==> config.mk <==
export PLATFORM = sky130hd
export DESIGN_NAME = alnk_frame_tracker
export DESIGN_NICKNAME = d
export VERILOG_FILES = /design/src/rtl/alnk_pkg.sv /design/src/rtl/alnk_sync.sv /design/src/rtl/alnk_frame_ctr.sv /design/src/rtl/alnk_pd_ctl.sv /design/src/rtl/alnk_frame_tracker.sv
export SDC_FILE = /design/constraint.sdc
export NUM_CORES = 1
export LEC_CHECK = 0
export ABC_AREA = 1
export BUFFER_PORTS_ARGS = -buffer_cell sky130_fd_sc_hd__buf_4
export CAP_MARGIN = 40
export CORE_MARGIN = 1.5
export CORE_UTILIZATION = 45
export CTS_CLUSTER_DIAMETER = 30
export CTS_CLUSTER_SIZE = 12
export DETAILED_ROUTE_END_ITERATION = 8
export PLACE_DENSITY = 0.78
export SLEW_MARGIN = 30
export SYNTH_ARGS = -nofsm -noshare
export SYNTH_HDL_FRONTEND = slang
export SYNTH_SLANG_ARGS = --single-unit
==> constraint.sdc <==
create_clock -name clk -period 2.55 [get_ports clk]
set_clock_uncertainty 0.2 [all_clocks]
set_input_delay 0.3825 -clock clk [delete_from_list [all_inputs] [get_ports clk]]
set_output_delay 0.3825 -clock clk [all_outputs]
set_load 0.03 [all_outputs]
==> src/rtl/alnk_pkg.sv <==
// Package: shared defaults and types for the audio link frame tracker.
// Assumes: frame layout is one tag slot followed by equal-width data slots.
package alnk_pkg;
    localparam int TAG_BITS_D  = 16;
    localparam int SLOT_BITS_D = 20;
    localparam int NUM_SLOTS_D = 12;
    localparam int WARM_MIN_D  = 16;
    localparam int SYNC_STG_D  = 2;

    typedef enum logic {
        FS_IDLE = 1'b0,
        FS_RUN  = 1'b1
    } frame_state_e;

    function automatic int max_int(input int a, input int b);
        return (a > b) ? a : b;
    endfunction
endpackage

==> src/rtl/alnk_sync.sv <==
// Module: multi-stage synchronizer for a bundle of slow asynchronous lines.
// Assumes: each line is stable for several reference cycles per change.
module alnk_sync #(
    parameter int W      = 2,
    parameter int STAGES = 2
) (
    input  logic         clk,
    input  logic         rst_n,
    input  logic [W-1:0] d_i,
    output logic [W-1:0] q_o
);
    logic [W-1:0] stg [STAGES];

    // First stage captures the raw inputs.
    always_ff @(posedge clk) begin
        if (!rst_n) stg[0] <= '0;
        else        stg[0] <= d_i;
    end

    for (genvar g = 1; g < STAGES; g++) begin : g_stage
        // Each further stage re-registers the one before it.
        always_ff @(posedge clk) begin
            if (!rst_n) stg[g] <= '0;
            else        stg[g] <= stg[g-1];
        end
    end

    assign q_o = stg[STAGES-1];
endmodule

==> src/rtl/alnk_frame_ctr.sv <==
// Module: frame position counter. Opens a frame on the first high marker read
// at a bit-clock fall and steps slot/bit counters through the frame.
// Assumes: bit_fall_i is a one-cycle pulse, never on two consecutive cycles.
module alnk_frame_ctr
    import alnk_pkg::*;
#(
    parameter int TAG_BITS  = TAG_BITS_D,
    parameter int SLOT_BITS = SLOT_BITS_D,
    parameter int NUM_SLOTS = NUM_SLOTS_D,
    localparam int BIT_W    = $clog2(max_int(TAG_BITS, SLOT_BITS)),
    localparam int SLOT_W   = $clog2(NUM_SLOTS + 1)
) (
    input  logic              clk,
    input  logic              rst_n,
    input  logic              bit_fall_i,
    input  logic              mark_i,
    input  logic              halt_i,
    output logic              frame_start_o,
    output logic              frame_valid_o,
    output logic [SLOT_W-1:0] slot_o,
    output logic [BIT_W-1:0]  bit_o
);
    localparam logic [BIT_W-1:0]  TAG_LAST  = BIT_W'(TAG_BITS - 1);
    localparam logic [BIT_W-1:0]  SLOT_LAST = BIT_W'(SLOT_BITS - 1);
    localparam logic [SLOT_W-1:0] SLOT_END  = SLOT_W'(NUM_SLOTS);

    frame_state_e      state_q;
    logic [SLOT_W-1:0] slot_q;
    logic [BIT_W-1:0]  bit_q;
    logic              start_q;
    logic [BIT_W-1:0]  bit_last;
    logic              at_last;

    // Last bit index of the slot currently being counted.
    always_comb bit_last = (slot_q == '0) ? TAG_LAST : SLOT_LAST;

    // High on the final position of a frame.
    always_comb at_last = (slot_q == SLOT_END) && (bit_q == SLOT_LAST);

    // Frame state, position counters and frame-start strobe.
    always_ff @(posedge clk) begin
        if (!rst_n) begin
            state_q <= FS_IDLE;
            slot_q  <= '0;
            bit_q   <= '0;
            start_q <= 1'b0;
        end else begin
            start_q <= 1'b0;
            if (halt_i) begin
                state_q <= FS_IDLE;
                slot_q  <= '0;
                bit_q   <= '0;
            end else if (bit_fall_i) begin
                if (state_q == FS_IDLE || at_last) begin
                    slot_q  <= '0;
                    bit_q   <= '0;
                    state_q <= mark_i ? FS_RUN : FS_IDLE;
                    start_q <= mark_i;
                end else if (bit_q == bit_last) begin
                    bit_q  <= '0;
                    slot_q <= slot_q + 1'b1;
                end else begin
                    bit_q <= bit_q + 1'b1;
                end
            end
        end
    end

    assign frame_start_o = start_q;
    assign frame_valid_o = (state_q == FS_RUN);
    assign slot_o        = slot_q;
    assign bit_o         = bit_q;

    // a new frame opens at the first position.
    a_r2_start_at_origin: assert property (@(posedge clk) disable iff (!rst_n)
        start_q |-> (frame_valid_o && slot_q == '0 && bit_q == '0));
    // bit index stays inside the length of its slot.
    a_r3_bit_in_slot: assert property (@(posedge clk) disable iff (!rst_n)
        (slot_q == '0) ? (bit_q <= TAG_LAST) : (bit_q <= SLOT_LAST));
    // slot index never passes the last data slot.
    a_r3_slot_bound: assert property (@(posedge clk) disable iff (!rst_n)
        slot_q <= SLOT_END);
    // a frame opens only from idle or from the final position.
    a_r4_no_midframe_start: assert property (@(posedge clk) disable iff (!rst_n)
        start_q |-> $past(state_q == FS_IDLE || at_last));
    // frame-start strobe lasts one cycle.
    a_r10_single_strobe: assert property (@(posedge clk) disable iff (!rst_n)
        start_q |=> !start_q);
endmodule

==> src/rtl/alnk_pd_ctl.sv <==
// Module: link power-down flag with warm-reset detection on the marker line.
// Assumes: bit clock is stopped during power-down, so the marker hold time
// is measured in reference-clock cycles.
module alnk_pd_ctl #(
    parameter int WARM_MIN = alnk_pkg::WARM_MIN_D,
    localparam int CNT_W   = $clog2(WARM_MIN + 1)
) (
    input  logic clk,
    input  logic rst_n,
    input  logic mark_i,
    input  logic pd_enter_i,
    output logic link_pd_o
);
    localparam logic [CNT_W-1:0] CNT_MAX = CNT_W'(WARM_MIN);

    logic             pd_q;
    logic [CNT_W-1:0] hold_q;
    logic             wake;

    // Release fires when an armed hold ends with the marker falling.
    always_comb wake = pd_q && !mark_i && (hold_q == CNT_MAX);

    // Saturating count of marker-high cycles while powered down.
    always_ff @(posedge clk) begin
        if (!rst_n)                        hold_q <= '0;
        else if (!pd_q || !mark_i)         hold_q <= '0;
        else if (hold_q != CNT_MAX)        hold_q <= hold_q + 1'b1;
    end

    // Power-down flag: a new request has priority over a release.
    always_ff @(posedge clk) begin
        if (!rst_n)          pd_q <= 1'b0;
        else if (pd_enter_i) pd_q <= 1'b1;
        else if (wake)       pd_q <= 1'b0;
    end

    assign link_pd_o = pd_q;

    // a power-down request always leaves the link powered down.
    a_r9_enter_wins: assert property (@(posedge clk) disable iff (!rst_n)
        pd_enter_i |=> pd_q);
    // release only after a full hold.
    a_r8_release_after_hold: assert property (@(posedge clk) disable iff (!rst_n)
        $fell(pd_q) |-> ($past(hold_q) == CNT_MAX));
    // release only with the marker low.
    a_r8_release_on_low: assert property (@(posedge clk) disable iff (!rst_n)
        $fell(pd_q) |-> !$past(mark_i));
endmodule

==> src/rtl/alnk_frame_tracker.sv <==
// Module: top of the audio link frame tracker. Oversamples bit clock and
// marker, finds falling bit-clock edges, and combines frame counting with
// power-down control.
// Assumes: clk is several times faster than bclk_i; rst_n is synchronous.
module alnk_frame_tracker
    import alnk_pkg::*;
#(
    parameter int TAG_BITS  = TAG_BITS_D,
    parameter int SLOT_BITS = SLOT_BITS_D,
    parameter int NUM_SLOTS = NUM_SLOTS_D,
    parameter int WARM_MIN  = WARM_MIN_D,
    parameter int SYNC_STG  = SYNC_STG_D,
    localparam int BIT_W    = $clog2(max_int(TAG_BITS, SLOT_BITS)),
    localparam int SLOT_W   = $clog2(NUM_SLOTS + 1)
) (
    input  logic              clk,
    input  logic              rst_n,
    input  logic              bclk_i,
    input  logic              mark_i,
    input  logic              pd_enter_i,
    output logic              frame_start_o,
    output logic              frame_valid_o,
    output logic [SLOT_W-1:0] slot_o,
    output logic [BIT_W-1:0]  bit_o,
    output logic              link_pd_o
);
    logic [1:0] sync_q;
    logic       bclk_s;
    logic       mark_s;
    logic       bclk_d;
    logic       bit_fall;
    logic       halt;

    alnk_sync #(.W(2), .STAGES(SYNC_STG)) i_sync (
        .clk   (clk),
        .rst_n (rst_n),
        .d_i   ({bclk_i, mark_i}),
        .q_o   (sync_q)
    );

    assign bclk_s = sync_q[1];
    assign mark_s = sync_q[0];

    // Delayed bit clock for falling-edge detection.
    always_ff @(posedge clk) begin
        if (!rst_n) bclk_d <= 1'b0;
        else        bclk_d <= bclk_s;
    end

    // One-cycle pulse on each falling bit-clock edge.
    always_comb bit_fall = bclk_d && !bclk_s;

    // Frame counting stops while powered down or entering power-down.
    always_comb halt = link_pd_o || pd_enter_i;

    alnk_frame_ctr #(
        .TAG_BITS  (TAG_BITS),
        .SLOT_BITS (SLOT_BITS),
        .NUM_SLOTS (NUM_SLOTS)
    ) i_frame_ctr (
        .clk           (clk),
        .rst_n         (rst_n),
        .bit_fall_i    (bit_fall),
        .mark_i        (mark_s),
        .halt_i        (halt),
        .frame_start_o (frame_start_o),
        .frame_valid_o (frame_valid_o),
        .slot_o        (slot_o),
        .bit_o         (bit_o)
    );

    alnk_pd_ctl #(.WARM_MIN(WARM_MIN)) i_pd_ctl (
        .clk        (clk),
        .rst_n      (rst_n),
        .mark_i     (mark_s),
        .pd_enter_i (pd_enter_i),
        .link_pd_o  (link_pd_o)
    );

    // no frame stays open while the link is powered down.
    a_r7_pd_blocks_frame: assert property (@(posedge clk) disable iff (!rst_n)
        link_pd_o |-> !frame_valid_o);
    // no frame opens while powered down.
    a_r7_no_start_in_pd: assert property (@(posedge clk) disable iff (!rst_n)
        link_pd_o |-> !frame_start_o);
endmodule

After elaboration in Yosys (flattened, before gate mapping)
Memories as Yosys holds them, arrays and structs flattened.
Cells that the tools add are included.
{"block": "op_classes", "add_sub_neg": 3, "n_eq_ne": 5, "mux": 12, "bitwise_logic": 6, "reduce_logical": 18}
{"op": "2-to-1 mux 5 bit", "n": 3}
{"op": "adder 5 x 1 -> 5 bit, second input constant", "n": 2}
{"op": "== test 5 bit, second input constant", "n": 2}
{"op": "2-to-1 mux 4 bit", "n": 2}
{"op": "== test 5 bit", "n": 1}
{"op": "2-to-1 mux 1 bit", "n": 5}
{"op": "inequality test 5 bit, second input constant", "n": 1}
{"op": "adder 4 x 1 -> 4 bit, second input constant", "n": 1}
{"op": "== test 4 bit, second input constant", "n": 1}
{"op": "logical AND 1 bit", "n": 4}
{"op": "logical NOT 4 bit", "n": 1}
{"op": "2-to-1 mux 2 bit", "n": 2}
{"op": "inverter 1 bit", "n": 4}
{"op": "AND reduction 2 bit", "n": 2}
{"op": "nonzero test 2 bit", "n": 2}
{"op": "OR reduction 2 bit", "n": 2}
{"op": "OR reduction 4 bit", "n": 1}
{"op": "logical NOT 1 bit", "n": 3}
{"op": "logical OR 1 bit", "n": 3}
{"op": "bitwise OR 1 bit", "n": 2}
{"block": "totals", "register_bits": 18, "mem_bits_rw": 4, "in_bits": 5, "output_inout_bits": 12, "elab_cells": 52, "memories": 1}
{"memory": "i_sync.stg", "words": 2, "width": 2, "read_ports": 2, "rd_ports_with_merged_regs": 0, "write_ports": 2, "line": "alnk_sync.sv:12", "text": "logic [W-1:0] stg [STAGES];"}

Depth between registers and ports, before layout
{"block": "logic_depth", "word_depth": 5, "depth_mapped": 10, "mapped_depth_nobuf": 10}

Hierarchy
A second synthesis with hierarchy kept.
{"block": "unflattened", "cells_unflattened": 151, "hier_area_um2": 1107.3}
{"module": "alnk_frame_ctr", "n_inst": 1, "cells_each": 91, "area_each_um2": 656.9, "seq_area_each_um2": 220.2}
{"module": "alnk_pd_ctl", "n_inst": 1, "cells_each": 40, "area_each_um2": 294.0, "seq_area_each_um2": 120.1}
{"module": "alnk_sync", "n_inst": 1, "cells_each": 12, "area_each_um2": 110.1, "seq_area_each_um2": 80.1}
{"module": "alnk_frame_tracker", "n_inst": 1, "cells_each": 8, "area_each_um2": 46.3, "seq_area_each_um2": 20.0}

Worst setup path before layout
No wires, ideal clock.
{"block": "synth_timing", "path_type": "register to register", "start": "reg i_frame_ctr.slot_q[0] (netlist: i_frame_ctr.slot_o[0])", "end": "reg i_frame_ctr.bit_q[0] (netlist: i_frame_ctr.bit_o[0])", "setup_time_ps": 116, "t_arrival_ps": 1493, "required_time_ps": 2234, "slack_ps": 741, "path_stages_with_launch": 11, "n_path_buf": 0, "period_less_slack_ps": 1809, "cell_sequence": "dfxtp_1 > inv_1 > ha_1 > nand2_1 > nor2_1 > nand2_1 > nand2_1 > o21ai_4 > nand2_2 > nand2_2 > nor2_1"}
{"block": "synth_between", "elab_chain_len": 5, "word_cells_on_any_way": 8, "classes_between": "eq/ne: 2; mux: 3; reduce/logical: 3"}
{"element": "start: declaration", "line": "alnk_frame_ctr.sv:28", "text": "logic [SLOT_W-1:0] slot_q;"}
{"element": "start signal: assignment", "line": "alnk_frame_ctr.sv:61", "text": "slot_q <= slot_q + 1'b1;"}
{"element": "logical NOT 4 bit", "line": "alnk_frame_ctr.sv:35", "text": "always_comb bit_last = (slot_q == '0) ? TAG_LAST : SLOT_LAST;"}
{"element": "2-to-1 mux 5 bit", "line": "alnk_frame_ctr.sv:35"}
{"element": "== test 5 bit", "line": "alnk_frame_ctr.sv:59", "text": "end else if (bit_q == bit_last) begin"}
{"element": "2-to-1 mux 5 bit", "line": "alnk_frame_ctr.sv:59"}
{"element": "2-to-1 mux 5 bit (*)", "line": "alnk_frame_ctr.sv:54", "text": "if (state_q == FS_IDLE || at_last) begin"}
{"element": "end signal: assignment", "line": "alnk_frame_ctr.sv:63", "text": "bit_q <= bit_q + 1'b1;"}
{"element": "end: declaration", "line": "alnk_frame_ctr.sv:29", "text": "logic [BIT_W-1:0] bit_q;"}
Mark *: on every way between the ends. The rest lies on a longest branch, timed or not.
A chain may end at the register's enable or synchronous reset.

Worst setup path after layout
{"block": "layout_timing", "start": "reg i_frame_ctr.slot_q[0] (netlist: i_frame_ctr.slot_o[0])", "end": "reg i_frame_ctr.slot_q[1] (netlist: i_frame_ctr.slot_o[1])"}
{"block": "layout_between", "elab_chain_len": 5, "word_cells_on_any_way": 11, "classes_between": "add/sub: 1; eq/ne: 2; mux: 3; reduce/logical: 5"}
{"element": "logical NOT 4 bit or == test 4 bit (tied branches)", "line": "alnk_frame_ctr.sv:35, alnk_frame_ctr.sv:38"}
{"element": "2-to-1 mux 5 bit or logical AND 1 bit (tied branches)", "line": "alnk_frame_ctr.sv:35, alnk_frame_ctr.sv:38"}
{"element": "== test 5 bit or logical OR 1 bit (tied branches)", "line": "alnk_frame_ctr.sv:59, alnk_frame_ctr.sv:54"}
{"element": "nonzero test 2 bit (no line)"}
{"element": "AND reduction 2 bit (no line)"}
Several ways; a longest one is shown, not always the timed one. The select of a mux whose other input is x is not followed.

==> flow_summary.toml <==
[clock_network]
cts_tree = "built"
tritoncts.num_buffers = 3
clk_latency_ns = 0.30
clk_path_buf_depth = 2
post-cts-setup-buffers = 0
htreeDepth = 1
clk_pin_slew_worst_paths_ns = 0.11
cts-resized-gates = 0
cts_root_buf = "clkbuf_4"
ctsHoldBuffers = 0
cts_num_sinks = 22

[synthesis]
synth_flop_cell = "dfxtp_1"
seq_area_frac_synth = 0.411
synth.most_common_cell = "inv_1"
ys_top_cells_by_area = "dfxtp_1 (41%), inv_1 (9.1%), nand2_1 (8.4%)"
synthTopCellsByCount = "inv_1 (26), nand2_1 (24), dfxtp_1 (22), nor2_1 (17), nand3_1 (9)"
synthCells = 140
syn-num-nets = 150
synth-seq-cells = 22
avgSynthCellArea_um2 = 7.66
async_flop_share = 0
synth_top_area_frac = 0.411
synth_edf_count = 0
syn_area_um2 = 1070
yosys_warnings = 0
yosys.cell_types.count = 24
yosys.area.top_type = "dfxtp_1"

[setup_path]
crit_chain = "inv_1, ha_1, nand2_1, nor2_1, nand2_1, nand2_1, o21ai_4, nand3_1, nand2_1, nor2_1"
crit_path_end_kind = "flop"
worst_r2r_path_depth = 10
path_common_cell = "nand2_1"
startpoint_type = "flop"
required_ns = 2.56
cp_max_fo = 9
cp.arrival_ns = 1.80
path_class = "reg -> reg"
max_stage_delay_ns = 0.44
crit_slowest_cell = "dfxtp_1"

[detailed_routing]
drt_iter0_drc = 13
totalWireLength_um = 1790
vias = 887
wl_per_cell_um = 9.61
drtAntennaViolNets = 0
first_pass_iters = 4
drc = 0
viasPerCell = 4.77

[die]
die_w_um = 51.8
dieArea_um2 = 2680
rows = 17
core_area_um2 = 2230
ios = 17
initial_utilization = 0.480
die_h_um = 51.8

[power]
p_comb_frac = 0.059
swShare = 0.214
leakagePower_nw = 0.533
peakVddDrop_v = 0.000330
p_clk_frac = 0.326
power_w = 0.000573
p_switching_w = 0.000123
powerDensity_nw_per_um2 = 460
pwr-share-seq = 0.615
p_int_w = 0.000450

[placement]
place.detailed.hpwl_um = 1390
portBuffers = 16
place_area_um2 = 1210
gp_congestion = 0.796
place_ws_ns = 0.797

[sta]
worst_slack_ns = 0.762
relSlewSlack = 0.724
worst_pin_slew_ns = 0.413
max_freq_ghz = 0.559
setup_violations = 0
finalHoldViolCount = 0
fin_crit_sh = 0.701
setup-tns-final_ns = 0
finalMaxSlewViolations = 0
rsz0062_at_grt = "false"
min_period_ns = 1.79

[cells_and_area]
ff_latch_area_um2 = 440
multi_input_comb_area_um2 = 518
final.fill_count = 216
final_util = 0.559
final_net_count = 169
drive_gt1_frac = 0.190
stdcell_area_um2 = 1250
n_antenna_cell = 0
syn_to_final_growth_pct = 16.3

[global_routing]
grt_pass1_wl_um = 3110
grt_pass1_vias = 778
grt_usage = 0.152
grt_max_degree = 15
grt_remaining_overflow = 0
antenna_found_initial = 0

[worst_hold_path]
hold_depth = 3
hold_path.class = "in -> reg"

[flow_run]
max_cap_viol_count = 0

[outcome]
status = "finished, final reports clean"
-- sequential cells by signal (all words and copies together), names as in the netlist --
signal and flops:
i_pd_ctl.link_pd_o 1, i_sync.stg 4, i_frame_ctr.bit_o 5, i_pd_ctl.hold_q 5
i_frame_ctr.frame_start_o 1, i_frame_ctr.frame_valid_o 1, bclk_d 1, i_frame_ctr.slot_o 4
-- path summary, 6_finish.rpt --
kind,startpoint,end,slack (ns)
setup / recovery,i_frame_ctr.slot_o[0],i_frame_ctr.slot_o[1],0.76
hold / removal,bclk_i,i_sync.stg[0][1],0.05
setup reg to reg,i_frame_ctr.slot_o[0],i_frame_ctr.slot_o[1],0.76
hold reg to reg,i_sync.stg[0][1],i_sync.stg[1][1],0.22
-- power groups by stage --
| stage | sequential (W) | clock, W | combinational [W] |
|---|---|---|---|
| after floorplan | 0.000363 | 0 | 0.0000194 |
| after global placement | 0.000360 | 0 | 0.0000331 |
| after detailed placement | 0.000360 | 0 | 0.0000341 |
| after CTS | 0.000353 | 0.000197 | 0.0000341 |
| after global routing | 0.000354 | 0.000203 | 0.0000382 |
| final | 0.000352 | 0.000187 | 0.0000338 |
-- cell usage in the layout (no fill, tap or decap), types with 2 or more instances in the layout --
| cell type | netlist | layout |
|---|---|---|
| a21oi_1 | 6 | 6 |
| buf_4 | 0 | 16 |
| clkbuf_4 | 0 | 3 |
| dfxtp_1 | 22 | 22 |
| ha_1 | 5 | 5 |
| inv_1 | 26 | 26 |
| nand2_1 | 24 | 24 |
| nand2_2 | 3 | 3 |
| nand3_1 | 9 | 9 |
| nand4_1 | 3 | 3 |
| nor2_1 | 17 | 17 |
| nor2_4 | 2 | 2 |
| nor3_1 | 3 | 3 |
| o21ai_0 | 2 | 2 |
| xnor2_1 | 2 | 2 |
| xor2_1 | 6 | 6 |
-- cell type report --
type	count	share of cell area
inverter	26	0.0782
clock buffer	4	0.0291
tap	28	0.0281
sequential	22	0.353
multi-input combinational	90	0.415
timing repair buffer	16	0.0963
-- kinds of logic (layout without fill, tap and decap cells) --
family,Yosys count,after routing,share of synthesized area
DFF,22,22,0.411
adders and majority gates,5,5,0.0583
and+or+nand+nor,64,64,0.273
muxes,1,1,0.00934
xor gates and xnor gates,8,8,0.0653
AOI/OAI and AO/OA,12,12,0.0770
buffers and inverters,28,46,0.106
-- critical path: cells and delay by family, from the launching register on --
kind | cells | cell delay (ns)
AO/OA/AOI/OAI | 1 | 0.24
flip-flops | 1 | 0.44
buffers and inverters | 1 | 0.10
adder cells (fa/ha/maj) | 1 | 0.24
AND/OR/NAND/NOR | 7 | 0.49
-- metal layers --
| metal | global-route usage | part of all wire | vias to the layer above |
|---|---|---|---|
| li1 | - | - | 469 |
| met1 | 0.196 | 0.48 | 398 |
| met2 | 0.252 | 0.47 | 16 |
| met3 | 0.0230 | 0.036 | 4 |
| met4 | 0.0658 | 0.016 | 0 |
| met5 | 0 | 0 | - |
-- per-stage QoR --
stage	instances	hold slack (ns)
2_1_floorplan	140	0.190
3_3_place_gp	182	0.194
3_5_place_dp	182	0.201
4_1_cts	186	0.0411
5_1_grt	186	0.0490
6_report	186	0.0489
Power figures use the tool's default switching activity.
